## src/rtl/ccp_pkg.sv

```systemverilog
package ccp_pkg;
  // Frame length including two header bytes
  localparam int FRAME_BYTES = 84;
  // Staging slots cover byte positions 2..82; position 83 is taken live
  localparam int SLOT_BASE   = 2;
  localparam int SLOTS       = FRAME_BYTES - SLOT_BASE - 1;

  // Slot offsets (slot = byte position - SLOT_BASE)
  localparam int SL_RATE   = 0;
  localparam int SL_TFLAG  = 1;
  localparam int SL_PWMA   = 2;
  localparam int SL_PWMB   = 4;
  localparam int SL_AUX    = 6;
  localparam int SL_SPARE  = 7;
  localparam int SL_DEPTH  = 8;
  localparam int SL_PRE    = 12;
  localparam int SL_TRIG1  = 16;
  localparam int SL_TRIG2  = 48;
  localparam int SL_CMD0   = 80;
  localparam int TRIG_BITS = 256;

  typedef enum logic [1:0] {
    EDGE_RISE = 2'd0,
    EDGE_FALL = 2'd1,
    EDGE_BOTH = 2'd2
  } clk_edge_e;
endpackage

```

## src/rtl/ccp_framer.sv

```systemverilog
module ccp_framer #(
  parameter int          FRAME_BYTES = 84,
  parameter int          PW          = 7,
  parameter logic [7:0]  MAGIC0      = 8'h7F,
  parameter logic [7:0]  MAGIC1      = 8'h01
) (
  input  logic          clk,
  input  logic          rst_n,
  input  logic          restart,
  input  logic          fire,
  input  logic [7:0]    din,
  output logic [PW-1:0] pos,
  output logic          frame_done
);
  localparam logic [PW-1:0] LAST = PW'(FRAME_BYTES - 1);

  always_ff @(posedge clk) begin
    if (!rst_n || restart) begin
      pos <= '0;
    end else if (fire) begin
      if (pos == PW'(0)) begin
        pos <= (din == MAGIC0) ? PW'(1) : PW'(0);
      end else if (pos == PW'(1)) begin
        if (din == MAGIC1)      pos <= PW'(2);
        else if (din == MAGIC0) pos <= PW'(1);
        else                    pos <= PW'(0);
      end else if (pos == LAST) begin
        pos <= '0;
      end else begin
        pos <= pos + PW'(1);
      end
    end
  end

  assign frame_done = fire && (pos == LAST);

  // position never leaves the frame
  a_r1_pos_range: assert property (@(posedge clk) disable iff (!rst_n)
    pos <= LAST);
  // a wrong second header byte never opens the body
  a_r1_header_gate: assert property (@(posedge clk) disable iff (!rst_n)
    (fire && !restart && pos == PW'(1) && din != MAGIC1) |=> (pos <= PW'(1)));
endmodule

```

## src/rtl/ccp_stage.sv

```systemverilog
module ccp_stage #(
  parameter int SLOTS     = 81,
  parameter int SLOT_BASE = 2,
  parameter int PW        = 7
) (
  input  logic               clk,
  input  logic               rst_n,
  input  logic               restart,
  input  logic               fire,
  input  logic [PW-1:0]      pos,
  input  logic [7:0]         din,
  output logic [SLOTS*8-1:0] staged
);
  for (genvar s = 0; s < SLOTS; s++) begin : g_slot
    logic [7:0] q;
    always_ff @(posedge clk) begin
      if (!rst_n || restart)                        q <= '0;
      else if (fire && pos == PW'(s + SLOT_BASE))   q <= din;
    end
    assign staged[s*8 +: 8] = q;
  end
endmodule

```

## src/rtl/ccp_depth_check.sv

```systemverilog
module ccp_depth_check #(
  parameter int unsigned DEPTH_MIN  = 2048,
  parameter int unsigned DEPTH_MAX  = 67108864,
  parameter int          ALIGN_LOG2 = 9
) (
  input  logic [31:0] depth,
  input  logic [31:0] pre,
  output logic        legal
);
  logic in_range, aligned, pre_ok;
  always_comb begin
    in_range = (depth >= DEPTH_MIN) && (depth <= DEPTH_MAX);
    aligned  = (depth[ALIGN_LOG2-1:0] == '0);
    pre_ok   = (pre < depth);
    legal    = in_range && aligned && pre_ok;
  end
endmodule

```

## src/rtl/ccp_rate_decode.sv

```systemverilog
module ccp_rate_decode
  import ccp_pkg::*;
(
  input  logic [7:0] code,
  output logic       ext,
  output logic       use_b,
  output logic [1:0] edge_sel
);
  clk_edge_e e;
  always_comb begin
    ext   = 1'b1;
    use_b = code[0];
    e     = EDGE_RISE;
    case (code)
      8'h24, 8'h25: e = EDGE_RISE;
      8'h28, 8'h29: e = EDGE_FALL;
      8'h26, 8'h27: e = EDGE_BOTH;
      default: begin
        ext   = 1'b0;
        use_b = 1'b0;
      end
    endcase
    edge_sel = e;
  end
endmodule

```

## src/rtl/cap_cmd_parser.sv

```systemverilog
module cap_cmd_parser
  import ccp_pkg::*;
#(
  parameter logic [7:0]  MAGIC0     = 8'h7F,
  parameter logic [7:0]  MAGIC1     = 8'h01,
  parameter logic [15:0] CMD_START  = 16'h2B1A,
  parameter logic [15:0] CMD_STATUS = 16'h4B3A,
  parameter logic [15:0] CMD_DATA   = 16'h6B5A,
  parameter int unsigned DEPTH_MIN  = 2048,
  parameter int unsigned DEPTH_MAX  = 67108864,
  parameter int          ALIGN_LOG2 = 9
) (
  input  logic         clk,
  input  logic         rst_n,
  input  logic         restart,
  input  logic         s_valid,
  input  logic [7:0]   s_data,
  output logic         s_ready,
  output logic [7:0]   rate_code,
  output logic [7:0]   trig_flags,
  output logic [15:0]  pwm_a,
  output logic [15:0]  pwm_b,
  output logic [7:0]   aux_byte,
  output logic [7:0]   spare_byte,
  output logic [31:0]  sample_depth,
  output logic [31:0]  pretrig_depth,
  output logic [255:0] trig1_cfg,
  output logic [255:0] trig2_cfg,
  output logic         trig1_en,
  output logic         trig2_en,
  output logic         trig_and,
  output logic         clk_ext,
  output logic         clk_use_b,
  output logic [1:0]   clk_edge,
  output logic         start_pulse,
  output logic         status_pulse,
  output logic         data_pulse,
  output logic         param_error
);
  localparam int PW = $clog2(FRAME_BYTES);

  logic               fire;
  logic [PW-1:0]      pos;
  logic               frame_done;
  logic [SLOTS*8-1:0] staged;
  logic               depth_legal;
  logic [15:0]        cmd;

  assign s_ready = !restart;
  assign fire    = s_valid && s_ready;

  ccp_framer #(
    .FRAME_BYTES(FRAME_BYTES), .PW(PW), .MAGIC0(MAGIC0), .MAGIC1(MAGIC1)
  ) framer_i (
    .clk(clk), .rst_n(rst_n), .restart(restart), .fire(fire),
    .din(s_data), .pos(pos), .frame_done(frame_done)
  );

  ccp_stage #(
    .SLOTS(SLOTS), .SLOT_BASE(SLOT_BASE), .PW(PW)
  ) stage_i (
    .clk(clk), .rst_n(rst_n), .restart(restart), .fire(fire),
    .pos(pos), .din(s_data), .staged(staged)
  );

  ccp_depth_check #(
    .DEPTH_MIN(DEPTH_MIN), .DEPTH_MAX(DEPTH_MAX), .ALIGN_LOG2(ALIGN_LOG2)
  ) check_i (
    .depth(staged[SL_DEPTH*8 +: 32]), .pre(staged[SL_PRE*8 +: 32]),
    .legal(depth_legal)
  );

  ccp_rate_decode rate_i (
    .code(rate_code), .ext(clk_ext), .use_b(clk_use_b), .edge_sel(clk_edge)
  );

  assign trig1_en = trig_flags[0];
  assign trig2_en = trig_flags[1];
  assign trig_and = trig_flags[2];

  // command: first byte from staging, second byte arriving now
  assign cmd = {s_data, staged[SL_CMD0*8 +: 8]};

  always_ff @(posedge clk) begin
    if (!rst_n || restart) begin
      rate_code     <= '0;
      trig_flags    <= '0;
      pwm_a         <= '0;
      pwm_b         <= '0;
      aux_byte      <= '0;
      spare_byte    <= '0;
      sample_depth  <= '0;
      pretrig_depth <= '0;
      trig1_cfg     <= '0;
      trig2_cfg     <= '0;
      start_pulse   <= 1'b0;
      status_pulse  <= 1'b0;
      data_pulse    <= 1'b0;
      param_error   <= 1'b0;
    end else begin
      start_pulse  <= 1'b0;
      status_pulse <= 1'b0;
      data_pulse   <= 1'b0;
      if (frame_done) begin
        if (cmd == CMD_START) begin
          if (depth_legal) begin
            rate_code     <= staged[SL_RATE*8  +: 8];
            trig_flags    <= staged[SL_TFLAG*8 +: 8];
            pwm_a         <= staged[SL_PWMA*8  +: 16];
            pwm_b         <= staged[SL_PWMB*8  +: 16];
            aux_byte      <= staged[SL_AUX*8   +: 8];
            spare_byte    <= staged[SL_SPARE*8 +: 8];
            sample_depth  <= staged[SL_DEPTH*8 +: 32];
            pretrig_depth <= staged[SL_PRE*8   +: 32];
            trig1_cfg     <= staged[SL_TRIG1*8 +: TRIG_BITS];
            trig2_cfg     <= staged[SL_TRIG2*8 +: TRIG_BITS];
            start_pulse   <= 1'b1;
          end else begin
            param_error   <= 1'b1;
          end
        end else if (cmd == CMD_STATUS) begin
          status_pulse <= 1'b1;
        end else if (cmd == CMD_DATA) begin
          data_pulse <= 1'b1;
        end
      end
    end
  end

  // strobes are mutually exclusive
  a_r12_one_strobe: assert property (@(posedge clk) disable iff (!rst_n)
    $onehot0({start_pulse, status_pulse, data_pulse}));
  // start strobe lasts one cycle
  a_r12_start_single: assert property (@(posedge clk) disable iff (!rst_n)
    start_pulse |=> !start_pulse);
  // a start is only seen with legal committed depths
  a_r5_start_legal: assert property (@(posedge clk) disable iff (!rst_n)
    start_pulse |-> (sample_depth >= DEPTH_MIN && sample_depth <= DEPTH_MAX
                     && pretrig_depth < sample_depth));
  // error flag holds until restart
  a_r6_error_sticky: assert property (@(posedge clk) disable iff (!rst_n)
    (param_error && !restart) |=> param_error);
  // restart clears error and configuration
  a_r7_restart_clears: assert property (@(posedge clk) disable iff (!rst_n)
    restart |=> (!param_error && !start_pulse && sample_depth == '0));
  // status and data strobes leave configuration untouched
  a_r4_cfg_stable: assert property (@(posedge clk) disable iff (!rst_n)
    (status_pulse || data_pulse) |-> ($stable(sample_depth) && $stable(rate_code)
                                      && $stable(trig1_cfg)));
endmodule

```

## config.mk

```make
export PLATFORM = sky130hd
export DESIGN_NAME = cap_cmd_parser
export DESIGN_NICKNAME = d
export VERILOG_FILES = /design/src/rtl/ccp_pkg.sv /design/src/rtl/ccp_framer.sv /design/src/rtl/ccp_stage.sv /design/src/rtl/ccp_depth_check.sv /design/src/rtl/ccp_rate_decode.sv /design/src/rtl/cap_cmd_parser.sv
export SDC_FILE = /design/constraint.sdc
export NUM_CORES = 2
export LEC_CHECK = 0
export ABC_AREA = 0
export BUFFER_PORTS_ARGS = -buffer_cell sky130_fd_sc_hd__buf_2
export CORE_MARGIN = 2
export CORE_UTILIZATION = 45
export DETAILED_ROUTE_END_ITERATION = 10
export PLACE_DENSITY_LB_ADDON = 0.1
export REMOVE_ABC_BUFFERS = 1
export SYNTH_ARGS = -nofsm -noshare
export SYNTH_HDL_FRONTEND = slang
export SYNTH_SLANG_ARGS = --single-unit
```

## constraint.sdc

```tcl
create_clock -name clk -period 3.4 [get_ports clk]
set_input_delay 0.68 -clock clk [delete_from_list [all_inputs] [get_ports clk]]
set_output_delay 0.68 -clock clk [all_outputs]
set_load 0.01 [all_outputs]
```

# ---- Word level (Yosys, flattened, before mapping)
# Cells that the tools add are included.
dict set report totals {
  ff_bits 1299
  inputBits 12
  output_inout_bits 652
}
dict set report classes {
  bitwise_logic 3
  n_eq_ne 94
  n_reduce_logical 99
  n_addsub 1
  n_lt_le_gt_ge 3
  n_mux 11
}
# op n
set ops {}
lappend ops {{7-bit by 6-bit equality test with 1-bit output, second input constant} 32}
lappend ops {{7-bit equality test, second input constant} 20}
lappend ops {{7-bit by 5-bit equality test with 1-bit output, second input constant} 16}
lappend ops {{1-bit logical AND} 86}
lappend ops {{7-bit by 4-bit equality test with 1-bit output, second input constant} 8}
lappend ops {{8-bit by 6-bit equality test with 1-bit output, second input constant} 6}
lappend ops {{16-bit by 15-bit equality test with 1-bit output, second input constant} 2}
lappend ops {{32-bit by 12-bit greater-or-equal comparator with 1-bit output, second input constant} 1}
lappend ops {{32-bit by 27-bit less-or-equal comparator with 1-bit output, second input constant} 1}
lappend ops {{32-bit less-than comparator} 1}
lappend ops {{7-bit by 3-bit equality test with 1-bit output, second input constant} 4}
lappend ops {{7-bit two-way mux} 4}
lappend ops {{16-bit by 14-bit equality test with 1-bit output, second input constant} 1}
lappend ops {{7-bit by 2-bit equality test with 1-bit output, second input constant} 2}
lappend ops {{9-bit zero test} 1}
lappend ops {{8-bit by 1-bit equality test with 1-bit output, second input constant} 1}
lappend ops {{8-bit by 7-bit equality test with 1-bit output, second input constant} 1}
lappend ops {{7-bit by 1-bit adder with 7-bit output, second input constant} 1}
lappend ops {{7-bit by 1-bit equality test with 1-bit output, second input constant} 1}
lappend ops {{7-bit zero test} 1}
lappend ops {{1-bit two-way mux} 6}
lappend ops {{3-bit AND reduction} 2}
lappend ops {{3-bit OR reduction} 2}
lappend ops {{6-bit OR reduction} 1}
lappend ops {{other kinds (6)} 10}

# ---- Longest topological paths before layout
dict set report logic_depth {
  ltp_word 6
  depth_mapped 12
}

# ---- Hierarchy
# From an unflattened synthesis, not the netlist that was laid out.
dict set report unflattened {
  hier_cells 5432
  area_unflattened_um2 50254.4
}
# mod area_each_um2 cells_per_inst seq_area_each_um2 instances
set modules_own_cells {}
lappend modules_own_cells {cap_cmd_parser 25424.4 3013 12892.4 1}
lappend modules_own_cells {ccp_stage 23428.7 2234 12972.4 1}
lappend modules_own_cells {ccp_depth_check 879.6 121 0.0 1}
lappend modules_own_cells {ccp_framer 454.2 55 140.1 1}
lappend modules_own_cells {ccp_rate_decode 67.6 9 0.0 1}

# ---- Least setup slack after synthesis
# No wires, ideal clock.
dict set report synth_timing {
  path_kind {register -> register}
  startpoint {register stage_i.g_slot[11].q[6]}
  endpoint {register trig1_cfg[0]}
  setup_time_ns 0.132
  required_ns 3.268
  path_stages_with_launch 13
  setup_slack_ns 0.912
  synth_period_minus_slack_ns 2.488
  n_path_buf 4
  t_arrival_ns 2.356
  cell_sequence {dfxtp_1 -> inv_1 -> ha_1 -> nand4_1 -> nor4_1 -> nand4_1 -> a31o_2 -> buf_2 -> clkbuf_1 -> clkbuf_1 -> clkbuf_1 -> nand4_1 -> a21oi_1}
}
dict set report synth_via {
  elab_chain_cells 5
  word_cells_on_any_way 7
  classes_between {order compare (3); reduce/logical (4)}
}
# element line
set synth_lines {}
lappend synth_lines {{start, declared} ccp_stage.sv:15} ;# logic [7:0] q;
lappend synth_lines {{start signal, assigned} ccp_stage.sv:18} ;# else if (fire && pos == PW'(s + SLOT_BASE)) q <= din;
lappend synth_lines {{32-bit by 12-bit greater-or-equal comparator with 1-bit output or 32-bit by 27-bit less-or-equal comparator with 1-bit output (tied branches)} ccp_depth_check.sv:12} ;# in_range = (depth >= DEPTH_MIN) && (depth <= DEPTH_MAX);
lappend synth_lines {{1-bit logical AND} ccp_depth_check.sv:12}
lappend synth_lines {{1-bit logical AND} ccp_depth_check.sv:15} ;# legal = in_range && aligned && pre_ok;
lappend synth_lines {{1-bit logical AND (*)} ccp_depth_check.sv:15}
lappend synth_lines {{3-bit AND reduction (no source line) (*)} n/a}
lappend synth_lines {{end signal, assigned} cap_cmd_parser.sv:115} ;# trig1_cfg <= staged[SL_TRIG1*8 +: TRIG_BITS];
lappend synth_lines {{end, declared} cap_cmd_parser.sv:27} ;# output logic [255:0] trig1_cfg,
# Mark *: on every way between the ends. The rest lies on a longest branch, timed or not.
# A chain may end at the register's enable or synchronous reset.

# ---- Worst setup path in the final report
dict set report layout_timing {
  startpoint {register stage_i.g_slot[11].q[7]}
  endpoint {register trig2_cfg[251]}
}
dict set report layout_via {
  elab_chain_cells 5
  word_cells_on_any_way 7
  classes_between {order compare (3); reduce/logical (4)}
}
# element line
set layout_lines {}
lappend layout_lines {{32-bit by 12-bit greater-or-equal comparator with 1-bit output or 32-bit by 27-bit less-or-equal comparator with 1-bit output (tied branches)} ccp_depth_check.sv:12}
lappend layout_lines {{1-bit logical AND} ccp_depth_check.sv:12}
lappend layout_lines {{1-bit logical AND} ccp_depth_check.sv:15}
lappend layout_lines {{1-bit logical AND (*)} ccp_depth_check.sv:15}
lappend layout_lines {{3-bit AND reduction (no source line) (*)} n/a}
lappend layout_lines {{end signal, assigned} cap_cmd_parser.sv:116} ;# trig2_cfg <= staged[SL_TRIG2*8 +: TRIG_BITS];
lappend layout_lines {{end, declared} cap_cmd_parser.sv:28} ;# output logic [255:0] trig2_cfg,
# Marks and branches as above.

==> metrics.csv <==
stage,metric,value,unit
floorplanning,die width,342,µm
clock_tree,hold_buf cts,0,
sta,Final Cycle Share,0.937,
sta,"Hold Vio Cnt, Final",0,
critical_path,Worst Path Max Fanout,142,
cells_and_area,fin nets,6041,
sta,worst slew pin tran,1.02,ns
outcome,status,"finished, final reports clean",
pwr,PD cells,511,mW/mm²
synthesis,Syn Area/Cell,9.13,µm²
flow_run,max-cap violations,0,
global_routing,first-pass GRT wire length,267,mm
floorplanning,area of the core,0.114,mm²
floorplanning,chip height,342,µm
place,# port buffers,663,
worst_hold_path,HP Class,in -> reg,
sta,"Slew Viols, Final",0,
synthesis,Synth Area in Compound Gates,0.182,
place,GPL Wtd Cong,0.834,
routing,Via density,6.00,
synthesis,Post-Synth Adder-Cell Area,0.00850,
critical_path,"slowest stage cell, crit path",buf_12,
critical_path,Setup crit end kind,register,
critical_path,Worst EP required,4.07,ns
clock_tree,post-cts sizing count,0,
global_routing,vias in the first global route,42600,
clock_tree,Post-CTS Setup Bufs,0,
critical_path,crit-path cells,inv_1 -> ha_1 -> nand4_1 -> nor4_1 -> nand2_1 -> nand4_1 -> buf_12 -> buf_12 -> o31ai_1 -> a21oi_1,
routing,drt first-iter violations,4052,
critical_path,CP startpoint kind,register,
sta,Worst Skew,0.0322,ns
pwr,Leak Pwr,21.2,nW
synthesis,Mapped Area,0.0515,mm²
critical_path,Setup CP Type,reg -> reg,
synthesis,largest family of logic cells by synthesized area,compound AO/OA/AOI/OAI gates,
place,post-detail-place hpwl,110,mm
routing,vias post-DR,45600,
synthesis,Syn. warnings,0,
floorplanning,initial core utilization,0.452,
global_routing,initial antenna violation count,4,
routing,DRC,0,
synthesis,ys flop type,dfxtp_1,
clock_tree,Clock Latency Late Sink,0.75,ns
critical_path,critical path arrival,3.85,ns
clock_tree,clock sink count,1299,
synthesis,post-synthesis mux area share,0.0982,
global_routing,gr ovfl total,0,
sta,unrepaired setup endpoints after global routing,no,
routing,Avg WL per Cell,23.5,µm
cells_and_area,register area,0.0260,mm²
clock_tree,clock slew at reported path FFs,0.06,ns
synthesis,Mapped Cells,5641,
global_routing,largest net degree at the start of global routing,152,
sta,shortest period the worst path allows,3.18,ns
sta,setup TNS,0,ns
sta,fmax,314,MHz
synthesis,post-synthesis sequential area ratio,0.505,
floorplanning,I/O pins,664,
synthesis,xor and xnor area share after synthesis,0.000680,
synthesis,Post-synth EDFFs,0,
synthesis,post-synthesis async set-or-reset flop share,0,
clock_tree,Inserted Clock Buffers,140,
critical_path,Crit path largest cell delay,0.54,ns
routing,DRT antenna net count,0,
pwr,Max VDD drop,415,µV
synthesis,Synth cell types,48,
clock_tree,Clock Tree Root,clkbuf_16,
clock_tree,CTS max path bufs,3,
cells_and_area,Area Growth Syn to Fin,18.9,%
cells_and_area,fill count,10600,
floorplanning,Rows,124,
synthesis,Synth Area in Simple Gates,0.148,
cells_and_area,layout cell share with drive strength beyond 1,0.188,
sta,# setup viols final,0,
routing,final WL,179,mm
sta,Min Hold Slack,0.209,ns
global_routing,total track usage,0.291,
cells_and_area,area used by multi-input combinational logic,0.0226,mm²
clock_tree,CTS tree,built,
routing,drt first pass iters,5,
clock_tree,H-tree levels,4,
synthesis,"FF+latch count, synth",1299,
floorplanning,die area,0.117,mm²
sta,Worst slew margin,0.318,
[metal layers]
layer | global-route usage | share of wire | vias up
li1 | - | - | 21400
met1 | 0.399 | 0.44 | 22300
met2 | 0.467 | 0.47 | 1561
met3 | 0.0396 | 0.057 | 302
met4 | 0.104 | 0.033 | 0
met5 | 0 | 0 | -
[power breakdown]
part / switching (mW) / leakage, nW / internal, mW
combinational: 0.525 / 8.47 / 0.0821
sequential: 0.000700 / 10.5 / 15.2
clock: 6.30 / 2.29 / 9.18
[cell usage in the layout (no fill, tap or decap), types with 3 or more instances in the layout]
cell type,instances
dfxtp_1,1299
a21oi_1,787
buf_2,655
nand4_1,641
o31ai_1,627
nor2_1,571
mux2i_1,505
buf_4,177
nand2_1,172
clkbuf_16,146
o21ai_0,131
buf_12,65
nand3_1,45
inv_1,41
ha_1,35
clkbuf_8,34
clkbuf_1,25
and3_1,17
clkinv_2,17
nor2_2,16
nor4_1,9
bufinv_16,8
nor3_1,5
clkinvlp_4,5
nand2b_1,3
and4_1,3
nand3b_1,3
nor2b_1,3
nor3b_1,3
xor2_1,3
inv_6,3
clkinv_8,3
[registers in the layout, indices dropped and copies added, names as in the netlist]
signal            count
stage_i.g_slot.q    648
trig1_cfg           256
trig2_cfg           256
pretrig_depth        32
sample_depth         32
pwm_a                16
pwm_b                16
aux_byte              8
rate_code             8
spare_byte            8
trig_flags            8
framer_i.pos          7
data_pulse            1
param_error           1
start_pulse           1
status_pulse          1
[per-stage QoR]
step           cell area, µm²  instances  power [mW]   util  setup slack, ns
6_report                61200       7607        31.3  0.538            0.215
5_1_grt                 61200       7606        32.1  0.538           0.0558
4_1_cts                 61200       7605        31.5  0.537            0.245
3_5_place_dp            56600       7364        16.2  0.497            0.279
3_3_place_gp            56600       7364        16.2  0.497            0.307
2_1_floorplan           48700       4955        15.8      -           -23.87
[cell families after synthesis]
family          count (synthesis)
compound gates               1556
xor+xnor                        4
fa+ha+maj                      35
buf+inv                       727
flops                        1299
mux                           505
simple gates                 1515
[Yosys cell counts (41+ instances only)]
library cell,n,area (µm²)
dfxtp_1,1299,26000
clkbuf_1,558,2090
nand3_1,45,225
nand4_1,641,4010
mux2i_1,505,5050
inv_1,41,154
a21oi_1,787,3940
o31ai_1,627,4710
buf_2,94,470
nand2_1,173,649
nor2_1,571,2140
o21ai_0,131,656
[critical path, delay by kind of cell (launching register included)]
family / cells / cell delay, ns
AO/OA/AOI/OAI: 2 / 0.29
adder cells (fa/ha/maj): 1 / 0.29
buffers and inverters: 3 / 1.04
flip-flops: 1 / 0.36
AND/OR/NAND/NOR: 4 / 0.95
[path summary, 6_finish.rpt]
path                                   startpoint                             to  slack [ns]  depth (start not counted)
max          stage_i.g_slot[11].q[7]$_SDFFE_PP0P_    trig2_cfg[251]$_SDFFE_PP0P_        0.22                         10
min                                       s_valid   framer_i.pos[0]$_SDFFE_PP0P_        0.21                          2
max reg2reg  stage_i.g_slot[11].q[7]$_SDFFE_PP0P_    trig2_cfg[251]$_SDFFE_PP0P_        0.22                         10
min reg2reg         sample_depth[17]$_SDFFE_PP0P_  sample_depth[17]$_SDFFE_PP0P_        0.46                          2
[final cells by class]
| class | count | area share |
|---|---|---|
| Timing Repair Buffer | 897 | 0.0965 |
| Multi-Input combinational cell | 3615 | 0.369 |
| Inverter | 41 | 0.00251 |
| Clock buffer | 205 | 0.0689 |
| Sequential cell | 1299 | 0.425 |
| Antenna cell | 2 | 0.0000818 |
| Clock inverter | 36 | 0.00715 |
| Tap cell | 1512 | 0.0309 |
Note: power is estimated with default switching activity, not from simulation.
